--- src/rtl/coh_msg_pkg.sv ---
package coh_msg_pkg;
  parameter int CHILD_W = 2;
  parameter int ADDR_W  = 16;
  parameter int LINE_W  = 32;

  typedef enum logic [1:0] {
    MSI_I = 2'd0,
    MSI_S = 2'd1,
    MSI_M = 2'd2
  } msi_e;

  typedef struct packed {
    logic [CHILD_W-1:0] child;
    logic [ADDR_W-1:0]  addr;
    msi_e               state;
  } req_msg_t;

  typedef struct packed {
    logic [CHILD_W-1:0] child;
    logic [ADDR_W-1:0]  addr;
    msi_e               state;
    logic               data_valid;
    logic [LINE_W-1:0]  data;
  } rsp_msg_t;

  localparam int REQ_W = $bits(req_msg_t);
  localparam int RSP_W = $bits(rsp_msg_t);
endpackage

--- src/rtl/msg_fifo.sv ---
module msg_fifo #(
  parameter int WIDTH = 8,
  parameter int DEPTH = 4
) (
  input  logic             clk_i,
  input  logic             rst_ni,
  input  logic             push_i,
  input  logic [WIDTH-1:0] push_data_i,
  output logic             full_o,
  input  logic             pop_i,
  output logic             empty_o,
  output logic [WIDTH-1:0] head_o
);
  localparam int PTR_W = (DEPTH > 1) ? $clog2(DEPTH) : 1;
  localparam int CNT_W = $clog2(DEPTH + 1);
  localparam logic [PTR_W-1:0] LAST = PTR_W'(DEPTH - 1);
  localparam logic [CNT_W-1:0] FULL_CNT = CNT_W'(DEPTH);

  logic [WIDTH-1:0] mem_q [DEPTH];
  logic [PTR_W-1:0] wptr_q, rptr_q;
  logic [CNT_W-1:0] cnt_q;
  logic             push_acc, pop_acc;

  assign full_o   = (cnt_q == FULL_CNT);
  assign empty_o  = (cnt_q == '0);
  assign push_acc = push_i && !full_o;
  assign pop_acc  = pop_i && !empty_o;
  assign head_o   = empty_o ? '0 : mem_q[rptr_q];

  always_ff @(posedge clk_i or negedge rst_ni) begin
    if (!rst_ni) begin
      wptr_q <= '0;
      rptr_q <= '0;
      cnt_q  <= '0;
    end else begin
      if (push_acc) wptr_q <= (wptr_q == LAST) ? '0 : wptr_q + 1'b1;
      if (pop_acc)  rptr_q <= (rptr_q == LAST) ? '0 : rptr_q + 1'b1;
      cnt_q <= cnt_q + CNT_W'(push_acc) - CNT_W'(pop_acc);
    end
  end

  always_ff @(posedge clk_i) begin
    if (push_acc) mem_q[wptr_q] <= push_data_i;
  end

  // occupancy follows accepted pushes and pops
  a_r8_count_track: assert property (@(posedge clk_i) disable iff (!rst_ni)
    1'b1 |=> cnt_q == $past(cnt_q + CNT_W'(push_acc) - CNT_W'(pop_acc)));
  a_r6_no_overflow: assert property (@(posedge clk_i) disable iff (!rst_ni)
    full_o |=> cnt_q <= FULL_CNT);
  // pop on empty leaves read pointer alone
  a_r7_empty_pop: assert property (@(posedge clk_i) disable iff (!rst_ni)
    (pop_i && empty_o) |=> $stable(rptr_q));
endmodule

--- src/rtl/msg_head_sel.sv ---
module msg_head_sel
  import coh_msg_pkg::*;
(
  input  logic     deq_i,
  input  logic     req_empty_i,
  input  logic     rsp_empty_i,
  input  req_msg_t req_head_i,
  input  rsp_msg_t rsp_head_i,
  output logic     pop_req_o,
  output logic     pop_rsp_o,
  output logic     head_is_rsp_o,
  output rsp_msg_t head_o
);
  assign head_is_rsp_o = !rsp_empty_i;
  assign pop_rsp_o     = deq_i && !rsp_empty_i;
  assign pop_req_o     = deq_i && rsp_empty_i && !req_empty_i;

  always_comb begin
    head_o = '0;
    if (!rsp_empty_i) begin
      head_o = rsp_head_i;
    end else if (!req_empty_i) begin
      head_o.child = req_head_i.child;
      head_o.addr  = req_head_i.addr;
      head_o.state = req_head_i.state;
    end
  end

  // never pop both classes at once
  a_r4_single_pop: assert property (@(posedge deq_i) 1'b1 |-> $onehot0({pop_req_o, pop_rsp_o}))
    else $error("two pops");
endmodule

--- src/rtl/coh_msg_queue.sv ---
module coh_msg_queue
  import coh_msg_pkg::*;
#(
  parameter int DEPTH = 4
) (
  input  logic               clk_i,
  input  logic               rst_ni,
  input  logic               req_valid_i,
  output logic               req_ready_o,
  input  logic [CHILD_W-1:0] req_child_i,
  input  logic [ADDR_W-1:0]  req_addr_i,
  input  logic [1:0]         req_state_i,
  input  logic               rsp_valid_i,
  output logic               rsp_ready_o,
  input  logic [CHILD_W-1:0] rsp_child_i,
  input  logic [ADDR_W-1:0]  rsp_addr_i,
  input  logic [1:0]         rsp_state_i,
  input  logic               rsp_data_valid_i,
  input  logic [LINE_W-1:0]  rsp_data_i,
  input  logic               deq_i,
  output logic               head_is_rsp_o,
  output logic [CHILD_W-1:0] head_child_o,
  output logic [ADDR_W-1:0]  head_addr_o,
  output logic [1:0]         head_state_o,
  output logic               head_data_valid_o,
  output logic [LINE_W-1:0]  head_data_o,
  output logic               has_rsp_o,
  output logic               has_req_o,
  output logic               not_empty_o
);
  req_msg_t req_in, req_head;
  rsp_msg_t rsp_in, rsp_head, head;
  logic req_full, req_empty, rsp_full, rsp_empty;
  logic pop_req, pop_rsp;

  always_comb begin
    req_in.child = req_child_i;
    req_in.addr  = req_addr_i;
    req_in.state = msi_e'(req_state_i);
    rsp_in.child      = rsp_child_i;
    rsp_in.addr       = rsp_addr_i;
    rsp_in.state      = msi_e'(rsp_state_i);
    rsp_in.data_valid = rsp_data_valid_i;
    rsp_in.data       = rsp_data_i;
  end

  msg_fifo #(.WIDTH(REQ_W), .DEPTH(DEPTH)) u_req_fifo (
    .clk_i, .rst_ni,
    .push_i(req_valid_i), .push_data_i(req_in), .full_o(req_full),
    .pop_i(pop_req), .empty_o(req_empty), .head_o(req_head)
  );

  msg_fifo #(.WIDTH(RSP_W), .DEPTH(DEPTH)) u_rsp_fifo (
    .clk_i, .rst_ni,
    .push_i(rsp_valid_i), .push_data_i(rsp_in), .full_o(rsp_full),
    .pop_i(pop_rsp), .empty_o(rsp_empty), .head_o(rsp_head)
  );

  msg_head_sel u_sel (
    .deq_i, .req_empty_i(req_empty), .rsp_empty_i(rsp_empty),
    .req_head_i(req_head), .rsp_head_i(rsp_head),
    .pop_req_o(pop_req), .pop_rsp_o(pop_rsp),
    .head_is_rsp_o, .head_o(head)
  );

  assign req_ready_o       = !req_full;
  assign rsp_ready_o       = !rsp_full;
  assign has_req_o         = !req_empty;
  assign has_rsp_o         = !rsp_empty;
  assign not_empty_o       = has_req_o || has_rsp_o;
  assign head_child_o      = head.child;
  assign head_addr_o       = head.addr;
  assign head_state_o      = head.state;
  assign head_data_valid_o = head.data_valid;
  assign head_data_o       = head.data;

  // a waiting response stays at the head until dequeued
  a_r3_rsp_holds: assert property (@(posedge clk_i) disable iff (!rst_ni)
    (has_rsp_o && !deq_i) |=> head_is_rsp_o && $stable(head_addr_o) && $stable(head_data_o));
  // dequeue with a response present leaves request side untouched
  a_r4_req_untouched: assert property (@(posedge clk_i) disable iff (!rst_ni)
    (deq_i && has_rsp_o && !req_valid_i) |=> has_req_o == $past(has_req_o));
  // dequeue on empty with no enqueue keeps everything empty
  a_r7_empty_deq: assert property (@(posedge clk_i) disable iff (!rst_ni)
    (deq_i && !not_empty_o && !req_valid_i && !rsp_valid_i) |=> !not_empty_o);
  // request heads carry no line data
  a_r9_req_no_data: assert property (@(posedge clk_i) disable iff (!rst_ni)
    (not_empty_o && !head_is_rsp_o) |-> !head_data_valid_o && head_data_o == '0);
endmodule

--- config.mk ---
export PLATFORM = sky130hd
export DESIGN_NAME = coh_msg_queue
export DESIGN_NICKNAME = d
export VERILOG_FILES = /design/src/rtl/coh_msg_pkg.sv /design/src/rtl/msg_fifo.sv /design/src/rtl/msg_head_sel.sv /design/src/rtl/coh_msg_queue.sv
export SDC_FILE = /design/constraint.sdc
export NUM_CORES = 1
export LEC_CHECK = 0
export BUFFER_PORTS_ARGS = -buffer_cell sky130_fd_sc_hd__buf_2
export CORE_MARGIN = 5
export CORE_UTILIZATION = 50
export CTS_CLUSTER_SIZE = 10
export DETAILED_ROUTE_END_ITERATION = 7
export GPL_TIMING_DRIVEN = 0
export PLACE_DENSITY_LB_ADDON = 0.2
export REMOVE_ABC_BUFFERS = 1
export SLEW_MARGIN = 20
export SYNTH_ARGS = -nofsm -noshare
export SYNTH_HDL_FRONTEND = slang
export SYNTH_SLANG_ARGS = --single-unit
--- constraint.sdc ---
create_clock -name clk_i -period 5.7 [get_ports clk_i]
set_input_delay 0.57 -clock clk_i [delete_from_list [all_inputs] [get_ports clk_i]]
set_output_delay 0.57 -clock clk_i [all_outputs]
set_load 0.05 [all_outputs]
==> results of run 1 <==
==> stage by stage <==
stage | cells | instance area, um2 | hold WS, ns | setup WS [ns] | power, W
after global routing | 1011 | 13900 | 0.266 | 1.96 | 0.00890
final | 1011 | 13900 | 0.282 | 2.23 | 0.00846
after global placement | 954 | 12700 | 0.482 | 0.862 | 0.00653
after detailed placement | 962 | 12900 | 0.495 | 2.68 | 0.00664
after floorplan | 499 | 11700 | 0.274 | 1.92 | 0.00572
after CTS | 1010 | 13900 | 0.258 | 2.17 | 0.00861
==> power by group <==
group	internal [W]	switching [W]	total (W)
Sequential	0.00299	0.000259	0.00325
Combinational	0.00116	0.00212	0.00327
Clock	0.00116	0.000780	0.00194
Total	0.00531	0.00316	0.00846
==> what timing repair did <==
item | CTS | global route
hold buffers | 1 | 0
endpoints found under the hold margin | 14 | 0
setup endpoints to repair | 0 | 0
==> worst max-delay path, stage by stage, from the launching register on <==
cell	delay, ns
dfrtp_1	0.43
nor3_1	0.39
inv_2	0.34
nor2_4	0.66
a22o_1	0.30
buf_2	0.27
==> Yosys cell counts, drive strengths merged, types with 4 or more instances <==
library cell	number
nand2	4
edfxtp	292
inv	15
dfrtp	14
ha	14
mux4	73
nor2	7
xnor2	4
clkbuf	7
and2	41
buf	18
mux2	8
a22o	20
==> per-layer routing <==
metal | up-vias | part of all wire (%)
li1 | 2455 | -
met1 | 2860 | 40
met2 | 149 | 52
met3 | 31 | 6.4
met4 | 2 | 1.6
met5 | - | 0.032
==> cell usage in the layout, fill, tap and decap left out, drive strengths merged <==
cell type,n
nor2,7
xnor2,4
mux4,73
dfrtp,14
clkbuf,45
fa,2
nand2,4
edfxtp,292
ha,14
a22o,20
buf,144
diode,1
nor3,2
dlygate4sd3,1
a21boi,2
mux2,8
and2,41
and3,1
inv,17
==> kinds of logic after synthesis <==
group	count (synthesis)	share of synthesized area, %
flip-flops	306	76.9
multiplexers	81	14.6
AND/OR/NAND/NOR	55	2.69
buffers and inverters	40	2.05
AO/OA/AOI/OAI	22	1.60
adder cells (fa/ha/maj)	16	1.82
XOR/XNOR	4	0.295
==> sequential cells by signal (all words and copies together) (netlist names) <==
signal,flops
u_rsp_fifo.cnt_q,3
u_req_fifo.wptr_q,2
u_rsp_fifo.rptr_q,2
u_req_fifo.cnt_q,3
u_rsp_fifo.mem_q,212
u_req_fifo.rptr_q,2
u_req_fifo.mem_q,80
u_rsp_fifo.wptr_q,2
==> layout make-up <==
class | instances | area, um2 | area share [%]
diodes | 1 | 2.50 | 0.0179
clock buffers | 45 | 956 | 6.86
clock inverters | 2 | 17.5 | 0.126
multi-input cells | 178 | 2520 | 18.0
well taps | 319 | 399 | 2.86
repair buffers | 145 | 866 | 6.21
inverters | 15 | 56.3 | 0.404
flip-flops and latches | 306 | 9130 | 65.5
==> worst paths after layout <==
kind                                                     from                                end  slack (ns)  depth (start not counted)
worst max-delay path            u_rsp_fifo.cnt_q[1]$_DFF_PN0_                     head_addr_o[2]        2.23                          5
worst min-delay path                         rsp_data_valid_i  u_rsp_fifo.mem_q[0][32]$_DFFE_PP_        0.28                          1
worst max register to register  u_rsp_fifo.cnt_q[1]$_DFF_PN0_      u_rsp_fifo.cnt_q[2]$_DFF_PN0_        2.73                         12
worst min register to register  u_req_fifo.cnt_q[2]$_DFF_PN0_      u_req_fifo.cnt_q[2]$_DFF_PN0_        0.55                          1
max in group asynchronous                              rst_ni   u_rsp_fifo.rptr_q[0]$_DFFE_PN0P_        4.89                          2
min in group asynchronous                              rst_ni      u_req_fifo.cnt_q[0]$_DFF_PN0_        0.52                          2
==> impl_metrics.toml, run 1 <==
[route]
via_count = 5497
firstDrtPassIters = 5
route.detailed.drc = 0
drt-initial-drc-count = 423
wire_per_inst_um = 21.8
drtAntennaViolNets = 0
drt-total-wl_um = 22100
viasPerCell = 5.44

[synthesis]
syn_inst = 524
async_flop_share_pct = 4.58
ys.flop_type = "edfxtp_1"
ys_types = 21
yosysWarnings = 0
ys_ff_latch = 306
synthTopCellsByArea = "edfxtp_1, mux4_2, dfrtp_1, and2_1, a22o_1"
synth_area_leader_cell = "edfxtp_1"
avgSynthCellArea_um2 = 22.6
seq_area_frac_synth_pct = 76.9
synth-edff-count = 292
syn-cell-area_mm2 = 0.0119
synth_top_area_share_pct = 74.0

[timing]
drv_slew = 0
fin_skew_ns = 0.0102
tightest_slew_ns = 0.709
fmaxAchievable_mhz = 289
hold_viol_final = 0
finalCritPeriodShare_pct = 60.8
fin_crit_ns = 3.47
rsz0062_at_grt = "no"
slew_headroom_pct = 52.6
tns_ns = 0
setup_viol = 0

[worst_setup_path]
end_kind = "output port"
required_ns = 5.13
critPathLaunchType = "flip-flop"
crit_type = "flip-flop to output port"
path_max_fanout = 25
worstPathArrival_ns = 2.90

[global_route]
grt_pass1_wl_um = 35100
grt_antenna_before_repair = 2
busiest_layer = "met2"
grt_pass1_vias = 6187
met2_usage_pct = 29.3
grt_util_met3_pct = 3.81
track_usage_pct = 17.2
grt_max_degree = 37
gr-total-overflow = 0
globalRouteMet1Util_pct = 22.9

[cts]
htree_levels = 2
path_clk_slew_ns = 0.05
cts_setup_buffers = 0
clk_latency_ns = 0.50
cts_root_buf = "clkbuf_16"
clock-sinks = 306
cts_tree = "done"
cts_buffers = 36
post_cts_resized = 0
clk_path_buf_depth = 3

[worst_hold_path]
hold_path_class = "input pin to flip-flop"

[run]
cap_violations = 0

[floorplan]
die_h_um = 164
rows = 56
die_w_um = 164
start_util_pct = 50.7
core-area_mm2 = 0.0234
io_pins = 137
die_area_mm2 = 0.0269

[placement]
port_buffers = 136
dp_hpwl_um = 13900
place.gp.congestion = 0.693

[power_and_ir_drop]
power_leakage_nw = 4.87
powerDensity_mw_per_mm2 = 607
max-vdd-ir-drop_uv = 389

[status]
status = "finished clean"

[cells_and_area]
fin_util_pct = 59.6
nNetsFinal = 776
area.growth.synth_to_final_pct = 17.6
fillCellCount = 1720
layout-drive-gt1-share_pct = 40.4
No activity file was read; power rests on OpenSTA's default activity.
==> run 2, diff against run 1 <==
clock period = 3 ns   (was 5.7 ns; I/O delays follow)
==> run 2 against run 1 <==
- sequential power grew 90%
- critical endpoint is now head_addr_o[13]
- worst hold slack got worse by 0.26 ns
- largest cell class unchanged
- combinational power rose by 96%
- core utilization increased by 1.2 points
- global-route usage grew 0.25 points
- critical path type unchanged
- sequential share of layout area shrank 1.3 points
- sequential cell count unchanged
- die area did not move
- clock skew about the same
- cell count grew 2.5%
- clock power is 90% higher
==> impl_metrics.toml, run 2 (synthesized netlist as in run 1, its figures left out) <==
[cells_and_area]
largest_reg_flops = 212
mostFrequentLayoutCells = "edfxtp_1, buf_2, mux4_2, clkbuf_16, and2_1"
fillCellCount = 1692
reg_top3 = "u_rsp_fifo.mem_q x212, u_req_fifo.mem_q x80"
area.growth.synth_to_final_pct = 20.1
nNetsFinal = 801
top_register = "u_rsp_fifo.mem_q"
fin_util_pct = 60.8
final_common_cell = "edfxtp_1"
final_area_mm2 = 0.0142
layout-drive-gt1-share_pct = 39.7
multi_input_area_mm2 = 0.00254
final-seq-area_mm2 = 0.00913

[floorplan]
die_area_mm2 = 0.0269
rows = 56
die_h_um = 164
io_pins = 137
start_util_pct = 50.7
core-area_mm2 = 0.0234
die_w_um = 164

[route]
wire_per_inst_um = 21.9
wl_met1_um = 9260
drt-total-wl_um = 22600
drtAntennaViolNets = 0
route.detailed.drc = 0
met2_wirelength_um = 11600
wl_met3_um = 1410
via_count = 5658
viasPerCell = 5.46
firstDrtPassIters = 5
drt-initial-drc-count = 374
top_layer_used = "met5"

[global_route]
gr-total-overflow = 0
grt_pass1_vias = 6296
grt_pass1_wl_um = 35600
grt_antenna_before_repair = 2
track_usage_pct = 17.5
grt_max_degree = 37

[cts]
path_clk_slew_ns = 0.05
cts_root_buf = "clkbuf_16"
clk_path_buf_depth = 3
clock-sinks = 306
htree_levels = 2
clk_latency_ns = 0.50
cts_buffers = 36
cts_tree = "done"

[timing]
slew_headroom_pct = 57.2
fmaxAchievable_mhz = 361
setup_viol = 0
hold_viol_final = 0
rsz0062_at_grt = "no"
fin_skew_ns = 0.0102
fin_crit_ns = 2.77
tightest_slew_ns = 0.639
drv_slew = 0
finalCritPeriodShare_pct = 92.3

[power_and_ir_drop]
total_power_w = 0.0163
power_leakage_nw = 4.99
powerDensity_mw_per_mm2 = 1140
max-vdd-ir-drop_uv = 743

[run]
cap_violations = 0

[worst_setup_path]
cp_cell_sequence = "buf_16, mux4_2, a22o_1, buf_2"
crit_type = "flip-flop to output port"
end_kind = "output port"
r2r-end = "u_req_fifo.cnt_q[2]$_DFF_PN0_"
reg2reg_from = "u_req_fifo.cnt_q[2]$_DFF_PN0_"
required_ns = 2.70
r2r_cells = 10
worstPathArrival_ns = 2.47
path_max_fanout = 34
max_stage_delay_ns = 0.65
critPathLaunchType = "flip-flop"
rrSetupSlack_ns = 0.28
cp_slowest_cell = "dfrtp_4"

[placement]
place.gp.congestion = 0.693
placed_cell_area_mm2 = 0.0129
port_buffers = 136
dp_hpwl_um = 13900

[worst_hold_path]
worstHoldStart = "rsp_data_i[7]"
min_to = "u_rsp_fifo.mem_q[2][7]$_DFFE_PP_"
hold_path_class = "input pin to flip-flop"
whs_path_depth = 1

[status]
status = "finished clean"
## run 2: layer usage
layer / vias up / global-route usage (%)
li1: 2509 / -
met5: - / 0
met3: 31 / 3.71
met4: 2 / 4.31
met1: 2950 / 23.4
met2: 166 / 29.7
## run 2: final cells by class
class	instances	share of cell area [%]
antenna	1	0.0176
clock inverter	2	0.123
inverter	15	0.413
sequential	306	64.1
multi-input combinational	179	17.8
timing repair buffer	169	7.95
tap	319	2.80
clock buffer	45	6.72
## run 2: worst max-delay path: cells and delay by family, from the launching register on
family | cells | cell delay, ns
AOI/OAI and AO/OA | 1 | 0.21
buffers and inverters | 2 | 0.51
DFF | 1 | 0.65
muxes | 1 | 0.55
## run 2: what timing repair did
action                                  4_1_cts  5_1_grt
cloned                                        1        0
hold endpoints to repair                     85        0
gates resized for setup                       3        1
endpoints found under the setup margin       21        8
hold buffers                                 22        0
setup buffers                                 2        1
pin swaps                                     1        0
## run 2: through the flow
step	std cells	hold slack (ns)	TNS, ns	setup slack (ns)
CTS	1034	0.0000992	0	0.0690
global route	1036	0.00329	0	0.0542
detailed placement	962	0.225	-0.0210	-0.0210
floorplan	499	0.00441	-26.12	-0.510
global placement	954	0.212	-204.65	-1.57
finish	1036	0.0179	0	0.231
## run 2: worst max path at each step
stage | end | cells after the start | start
after global placement | head_addr_o[2] | 5 | u_rsp_fifo.cnt_q[1]$_DFF_PN0_
after detailed placement | u_rsp_fifo.cnt_q[2]$_DFF_PN0_ | 12 | u_rsp_fifo.cnt_q[1]$_DFF_PN0_
after CTS | head_addr_o[13] | 4 | u_rsp_fifo.rptr_q[0]$_DFFE_PN0P_
final | head_addr_o[13] | 4 | u_rsp_fifo.rptr_q[0]$_DFFE_PN0P_
after floorplan | head_addr_o[0] | 2 | u_rsp_fifo.rptr_q[0]$_DFFE_PN0P_
after global routing | u_rsp_fifo.cnt_q[2]$_DFF_PN0_ | 12 | u_rsp_fifo.cnt_q[1]$_DFF_PN0_
## run 2: power by group
part / internal, W / switching, W
combinational: 0.00229 / 0.00411
sequential: 0.00568 / 0.000482
clock: 0.00221 / 0.00148
total: 0.0102 / 0.00608
